[src/rtl/pwrgood_seq_pkg.sv]
package pwrgood_seq_pkg;
  typedef enum logic [2:0] {
    ST_OFF   = 3'd0,
    ST_CORE  = 3'd1,
    ST_VRW   = 3'd2,
    ST_HUB   = 3'd3,
    ST_SYS   = 3'd4,
    ST_ON    = 3'd5,
    ST_FAULT = 3'd6
  } pgs_state_t;

  function automatic int max2(input int a, input int b);
    return (a > b) ? a : b;
  endfunction
endpackage

[src/rtl/pgs_ms_timer.sv]
module pgs_ms_timer #(
  parameter int CLK_KHZ = 1000,
  parameter int MS_W    = 6
) (
  input  logic            clk,
  input  logic            rst,
  input  logic            clr,
  output logic            tick,
  output logic [MS_W-1:0] ms_cnt
);
  localparam int CYC_W = (CLK_KHZ > 1) ? $clog2(CLK_KHZ) : 1;
  localparam logic [CYC_W-1:0] CYC_LAST = CYC_W'(CLK_KHZ - 1);

  logic [CYC_W-1:0] cyc_q;

  assign tick = (cyc_q == CYC_LAST);

  always_ff @(posedge clk) begin
    if (rst || clr) begin
      cyc_q <= '0;
    end else if (tick) begin
      cyc_q <= '0;
    end else begin
      cyc_q <= cyc_q + 1'b1;
    end
  end

  always_ff @(posedge clk) begin
    if (rst || clr) begin
      ms_cnt <= '0;
    end else if (tick) begin
      ms_cnt <= ms_cnt + 1'b1;
    end
  end
endmodule

[src/rtl/pgs_fsm.sv]
module pgs_fsm
  import pwrgood_seq_pkg::*;
#(
  parameter int MS_W      = 6,
  parameter int CORE_MS   = 2,
  parameter int VR_TMO_MS = 50,
  parameter int HUB_MS    = 2,
  parameter int SYS_MS    = 45
) (
  input  logic            clk,
  input  logic            rst,
  input  logic            sys_pg,
  input  logic            vr_rdy,
  input  logic            tick,
  input  logic [MS_W-1:0] ms_cnt,
  output logic            timer_clr,
  output logic            core_q,
  output logic            hub_q,
  output logic            sys_q,
  output logic            fault_q
);
  localparam logic [MS_W-1:0] CORE_LAST = MS_W'(CORE_MS - 1);
  localparam logic [MS_W-1:0] VR_LAST   = MS_W'(VR_TMO_MS - 1);
  localparam logic [MS_W-1:0] HUB_LAST  = MS_W'(HUB_MS - 1);
  localparam logic [MS_W-1:0] SYS_LAST  = MS_W'(SYS_MS - 1);

  pgs_state_t state_q, state_n;

  always_comb begin
    state_n = state_q;
    unique case (state_q)
      ST_OFF:   if (sys_pg) state_n = ST_CORE;
      ST_FAULT: if (!sys_pg) state_n = ST_OFF;
      ST_CORE: begin
        if (!sys_pg) state_n = ST_OFF;
        else if (tick && ms_cnt == CORE_LAST) state_n = ST_VRW;
      end
      ST_VRW: begin
        if (!sys_pg) state_n = ST_OFF;
        else if (tick && vr_rdy) state_n = ST_HUB;
        else if (tick && ms_cnt == VR_LAST) state_n = ST_FAULT;
      end
      ST_HUB: begin
        if (!sys_pg) state_n = ST_OFF;
        else if (tick && ms_cnt == HUB_LAST) state_n = ST_SYS;
      end
      ST_SYS: begin
        if (!sys_pg) state_n = ST_OFF;
        else if (tick && ms_cnt == SYS_LAST) state_n = ST_ON;
      end
      ST_ON:    if (!sys_pg) state_n = ST_OFF;
      default:  state_n = ST_OFF;
    endcase
  end

  assign timer_clr = (state_n != state_q);

  always_ff @(posedge clk) begin
    if (rst) begin
      state_q <= ST_OFF;
      core_q  <= 1'b0;
      hub_q   <= 1'b0;
      sys_q   <= 1'b0;
      fault_q <= 1'b0;
    end else begin
      state_q <= state_n;
      core_q  <= (state_n == ST_VRW) || (state_n == ST_HUB) ||
                 (state_n == ST_SYS) || (state_n == ST_ON);
      hub_q   <= (state_n == ST_SYS) || (state_n == ST_ON);
      sys_q   <= (state_n == ST_ON);
      if (state_q == ST_OFF && state_n == ST_CORE) begin
        fault_q <= 1'b0;
      end else if (state_n == ST_FAULT) begin
        fault_q <= 1'b1;
      end
    end
  end
endmodule

[src/rtl/pwrgood_seq.sv]
module pwrgood_seq #(
  parameter int CLK_KHZ   = 100000,
  parameter int CORE_MS   = 2,
  parameter int VR_TMO_MS = 50,
  parameter int HUB_MS    = 2,
  parameter int SYS_MS    = 45
) (
  input  logic clk,
  input  logic rst,
  input  logic sys_pg_i,
  input  logic vr_rdy_i,
  output logic core_good_o,
  output logic hub_pok_o,
  output logic sys_pok_o,
  output logic fault_o
);
  localparam int MAX_MS = pwrgood_seq_pkg::max2(pwrgood_seq_pkg::max2(CORE_MS, VR_TMO_MS),
                                                pwrgood_seq_pkg::max2(HUB_MS, SYS_MS));
  localparam int MS_W   = $clog2(MAX_MS + 1);

  logic            tick;
  logic            timer_clr;
  logic [MS_W-1:0] ms_cnt;

  pgs_ms_timer #(.CLK_KHZ(CLK_KHZ), .MS_W(MS_W)) u_timer (
    .clk    (clk),
    .rst    (rst),
    .clr    (timer_clr),
    .tick   (tick),
    .ms_cnt (ms_cnt)
  );

  pgs_fsm #(
    .MS_W(MS_W), .CORE_MS(CORE_MS), .VR_TMO_MS(VR_TMO_MS),
    .HUB_MS(HUB_MS), .SYS_MS(SYS_MS)
  ) u_fsm (
    .clk       (clk),
    .rst       (rst),
    .sys_pg    (sys_pg_i),
    .vr_rdy    (vr_rdy_i),
    .tick      (tick),
    .ms_cnt    (ms_cnt),
    .timer_clr (timer_clr),
    .core_q    (core_good_o),
    .hub_q     (hub_pok_o),
    .sys_q     (sys_pok_o),
    .fault_q   (fault_o)
  );
endmodule

[config.mk]
export PLATFORM = sky130hd
export DESIGN_NAME = pwrgood_seq
export DESIGN_NICKNAME = d
export VERILOG_FILES = /design/src/rtl/pwrgood_seq_pkg.sv /design/src/rtl/pgs_ms_timer.sv /design/src/rtl/pgs_fsm.sv /design/src/rtl/pwrgood_seq.sv
export SDC_FILE = /design/constraint.sdc
export NUM_CORES = 1
export LEC_CHECK = 0
export ABC_AREA = 1
export BUFFER_PORTS_ARGS = -buffer_cell sky130_fd_sc_hd__buf_2
export CAP_MARGIN = 40
export CORE_ASPECT_RATIO = 2
export CORE_UTILIZATION = 60
export CTS_CLUSTER_SIZE = 25
export DETAILED_ROUTE_END_ITERATION = 16
export PLACE_DENSITY = 0.78
export SLEW_MARGIN = 20
export SYNTH_ARGS = -nofsm -noshare
export SYNTH_HDL_FRONTEND = slang
export SYNTH_SLANG_ARGS = --single-unit
[constraint.sdc]
create_clock -name clk -period 5 [get_ports clk]
set_input_delay 1.25 -clock clk [delete_from_list [all_inputs] [get_ports clk]]
set_output_delay 1.25 -clock clk [all_outputs]
set_load 0.02 [all_outputs]
==> results list <==
* Starting DRC count in detailed routing: 25
- Die X-Extent: 39.8 um
- Global placer's final weighted congestion: 0.777
* Syn Area/Cell: between 7 and 8 sq um
- Of the total synthesized cell area, the portion taken by full adders, half adders and majority gates is 2.92%.
* Critical Path Max Stage Delay: 0.31 ns
- Leaving out fill and tap cells, the most frequent cell in the layout is sky130_fd_sc_hd__nor2_1.
- Logic pwr share: 5.1%
- Measured against its own limit, the worst slew margin works out to between 70% and 80%.
- Across the whole layout, storage elements account for 601 sq um.
- Cell internal power was estimated by the tool at 0.000340 W.
* Effective utilization at floorplan: 62.6%
- Total negative slack: 0 ns
- Status: finished clean
- The H-tree was split into 2 levels.
- Total of flip-flops plus latches after synthesis: 30
* Synthesized instance count: 227
* Type of destination of the critical path: flip-flop
- Actual slew at the worst max-slew pin: 0.404 ns
- Clock transition at the register clock pins on the worst setup and hold paths after CTS: 0.06 ns
* Vertical die dimension: 77.5 um
- I/O Pins: 8
- The routed layout has around 1.4k vias.
* Commonest non-fill, non-tap cells in the layout: sky130_fd_sc_hd__nor2_1, sky130_fd_sc_hd__inv_1, sky130_fd_sc_hd__nand2_1
- Most common cell on crit path: sky130_fd_sc_hd__nor2_1
- In this run the worst path has a maximum fanout of 17.
- HPWL after DPL: 2290 um
* Buffer levels on the longest clock path: 2
- Net count of the finished layout: 247
- Buffers inserted during clock tree synthesis total 5.
* Arrival time reported for the critical path endpoint: ~2.5 ns
- The number of gates resized after CTS was 0.
- Post-route minimum period: 2.33 ns
- GRT Util Overall: 23.9%
- The via count of the first global-routing pass was about 1.3k.
- Total of fill cells in the finished design: 261
* Number of distinct standard cells referenced by the synthesized netlist: 28
* Total of buffers placed on input and output ports: 7
- Once layout is complete, the cells apart from fillers number 268.
- Post-Route WL: 2940 um
- Wire per inst: 11.0 um
- Total grt overflow: 0
- Tcrit/Tclk final: 46.6%
- Entering global routing, the biggest net connects 18 pins.
- Across all hold checks on the routed design, the worst slack comes to roughly 0.44 ns.
- Area of the mapped netlist: 1710 sq um
* Cells traversed along the worst timing path: buf_2 > inv_1 > nor2_1 > nor2_1 > nor2_1 > nor2_1 > nand2_2 > nand3_1 > nand2_2 > nor2_4 > nand3_4 > nor2_1
- Diodes inserted: 0
* Initial antenna violation count: 0
- The synthesized netlist devotes 3.36% of its cell area to compound gates.
* Via density: approximately 5.1
* Power density over the cells: around 240 nW/um^2
- Clock power share: around two fifths
* Number of pins exceeding their max-slew limit in the final report: 0
- Share of cells above drive strength 1: 17.2%
* Switching share of power: approximately a quarter
- Number of synthesis warnings: 0
- The worst-case IR drop observed on VDD is ~0.00017 V.
- Total of max-cap violations: 0
- The number of hold-slack violations in the final timing report came to 0.
- Signed area change from the synthesized netlist to the final layout: 7.31%
* Remaining number of nets flagged by the antenna check after routing: 0
- Slowest CP cell: sky130_fd_sc_hd__nand3_4
- TritonCTS built the clock tree.
- Summing the areas of all xor and xnor instances in the mapped netlist gives 9.21% of the synthesized area.
- By area, the combinational part of the netlist is dominated by simple AND/OR/NAND/NOR gates.
- Summing the areas of all and, or, nand and nor instances in the mapped netlist gives between 30% and 40% of the synthesized area.
* Placed cells: about 260
- Unrepaired setup endpoints after global routing: no
- The number of nets handed over by synthesis was 235.
- In this run the standard cell core region covers about 2700 sq um.
* Number of placement rows: 27
- Worst path required time: 5.21 ns
- In this run the static leakage power is roughly 0.71 nW.
* Kind of critical path: primary input to flip-flop
- DRT Pass-1 Iters: 4
- Sequential cells account for 54.4% of the total power.
- Clock latency on the worst-skew pair, taken at its later pin, is 0.28 ns.
* Total area of multi-input combinational cells: 947 sq um
- Post-CTS timing repair inserted 0 buffers for setup.
- Die Footprint: approximately 3100 sq um
- Setup violations remaining at the end of the flow were counted as 0.
- Global-route wire length before repair: 5110 um
- Clk root buf: sky130_fd_sc_hd__clkbuf_8
- DRC: 0
- After synthesis, the share of cell area in mux cells is 0%.
* Worst Skew: 0.00921 ns
- For this run, the register share of the synthesized area comes to 35.1%.
- Clock tree sinks: 30
- For this design the total switching power over the nets is approximately 0.00011 W.
- Derived from the worst setup path, the maximum achievable clock frequency is 429 MHz.
- Kind of start point of the critical path: primary input
* CTS Hold Bufs: 0
- In this run the worst hold path is classified as flip-flop to flip-flop.
## power by group through the flow
| stage | registers [W] | clock network [W] | logic [W] |
|---|---|---|---|
| after global placement | 0.000248 | 0 | 0.0000229 |
| after CTS | 0.000242 | 0.000186 | 0.0000233 |
| after detailed placement | 0.000248 | 0 | 0.0000233 |
| after floorplan | 0.000247 | 0 | 0.0000212 |
| after global routing | 0.000243 | 0.000196 | 0.0000261 |
| final | 0.000242 | 0.000180 | 0.0000228 |
## synth_stat cells
cell type | number | area share, %
sky130_fd_sc_hd__clkinv_1 | 1 | 0.22
sky130_fd_sc_hd__a2bb2oi_1 | 1 | 0.51
sky130_fd_sc_hd__xnor2_1 | 4 | 2.0
sky130_fd_sc_hd__buf_12 | 1 | 1.2
sky130_fd_sc_hd__inv_2 | 2 | 0.44
sky130_fd_sc_hd__nor2_2 | 2 | 0.73
sky130_fd_sc_hd__nand3_1 | 18 | 5.3
sky130_fd_sc_hd__nand3_4 | 2 | 2.0
sky130_fd_sc_hd__inv_1 | 34 | 7.5
sky130_fd_sc_hd__nand3_2 | 1 | 0.58
sky130_fd_sc_hd__xor2_1 | 14 | 7.2
sky130_fd_sc_hd__o21bai_1 | 1 | 0.44
sky130_fd_sc_hd__nand2_2 | 7 | 2.6
sky130_fd_sc_hd__a21o_1 | 1 | 0.44
sky130_fd_sc_hd__ha_1 | 4 | 2.9
sky130_fd_sc_hd__o22ai_1 | 1 | 0.37
sky130_fd_sc_hd__nor4_1 | 1 | 0.37
sky130_fd_sc_hd__nor3_1 | 7 | 2.0
sky130_fd_sc_hd__a21oi_1 | 2 | 0.58
sky130_fd_sc_hd__or2_1 | 1 | 0.37
sky130_fd_sc_hd__nand4_1 | 6 | 2.2
sky130_fd_sc_hd__o21a_1 | 1 | 0.44
sky130_fd_sc_hd__dfxtp_1 | 30 | 35
sky130_fd_sc_hd__nand2_1 | 33 | 7.2
sky130_fd_sc_hd__buf_2 | 1 | 0.29
sky130_fd_sc_hd__nor2_1 | 36 | 7.9
sky130_fd_sc_hd__o21ai_0 | 2 | 0.58
sky130_fd_sc_hd__nor2_4 | 13 | 8.6
## critical path, delay by kind of cell
kind	cells	cell delay, ns
simple gates	10	1.13
buf+inv	2	0.15
## metal layers
metal | vias up | wire, um | track usage (%)
met3 | 12 | 63 | 6.00
met2 | 16 | 1620 | 41.1
met1 | 611 | 1130 | 21.8
li1 | 728 | - | -
met5 | - | 0 | 0
met4 | 0 | 131 | 16.6
## per-stage QoR
| step | utilization [%] | power (W) | cell area [sq um] | worst slack [ns] |
|---|---|---|---|---|
| 6_report | 67.1 | 0.000446 | 1840 | 2.67 |
| 5_1_grt | 67.1 | 0.000465 | 1840 | 2.47 |
| 4_1_cts | 67.1 | 0.000452 | 1840 | 2.64 |
| 3_5_place_dp | 64.2 | 0.000271 | 1760 | 2.35 |
| 3_3_place_gp | 64.2 | 0.000271 | 1760 | 2.39 |
| 2_1_floorplan | - | 0.000269 | 1710 | 2.66 |
## state kept, by name (all words and copies together), names as in the netlist
name	flops
u_fsm.core_q	1
u_fsm.fault_q	1
u_fsm.hub_q	1
u_fsm.state_q	3
u_fsm.sys_q	1
u_timer.cyc_q	17
u_timer.ms_cnt	6
## area by class of cell
class,count,share of cell area (%)
clock buffers,5,3.75
clock inverters,2,0.545
well taps,29,1.98
repair buffers,7,1.91
inverters,37,7.56
flip-flops and latches,30,32.7
multi-input cells,158,51.6
## kinds of logic after synthesis
logic type / count (synthesis)
flip-flops: 30
buffers and inverters: 39
adder cells (fa/ha/maj): 4
AND/OR/NAND/NOR: 127
AO/OA/AOI/OAI: 9
XOR/XNOR: 18
## final timing paths
| path | startpoint | end | slack (ns) | depth (start not counted) |
|---|---|---|---|---|
| hold reg to reg | u_fsm.fault_q | u_fsm.fault_q | 0.44 | 2 |
| setup reg to reg | u_timer.cyc_q[0] | u_timer.cyc_q[6] | 2.78 | 13 |
| setup / recovery | vr_rdy_i | u_timer.cyc_q[6] | 2.67 | 12 |
| hold / removal | u_fsm.fault_q | u_fsm.fault_q | 0.44 | 2 |
Note: power is estimated with default switching activity, not from simulation.
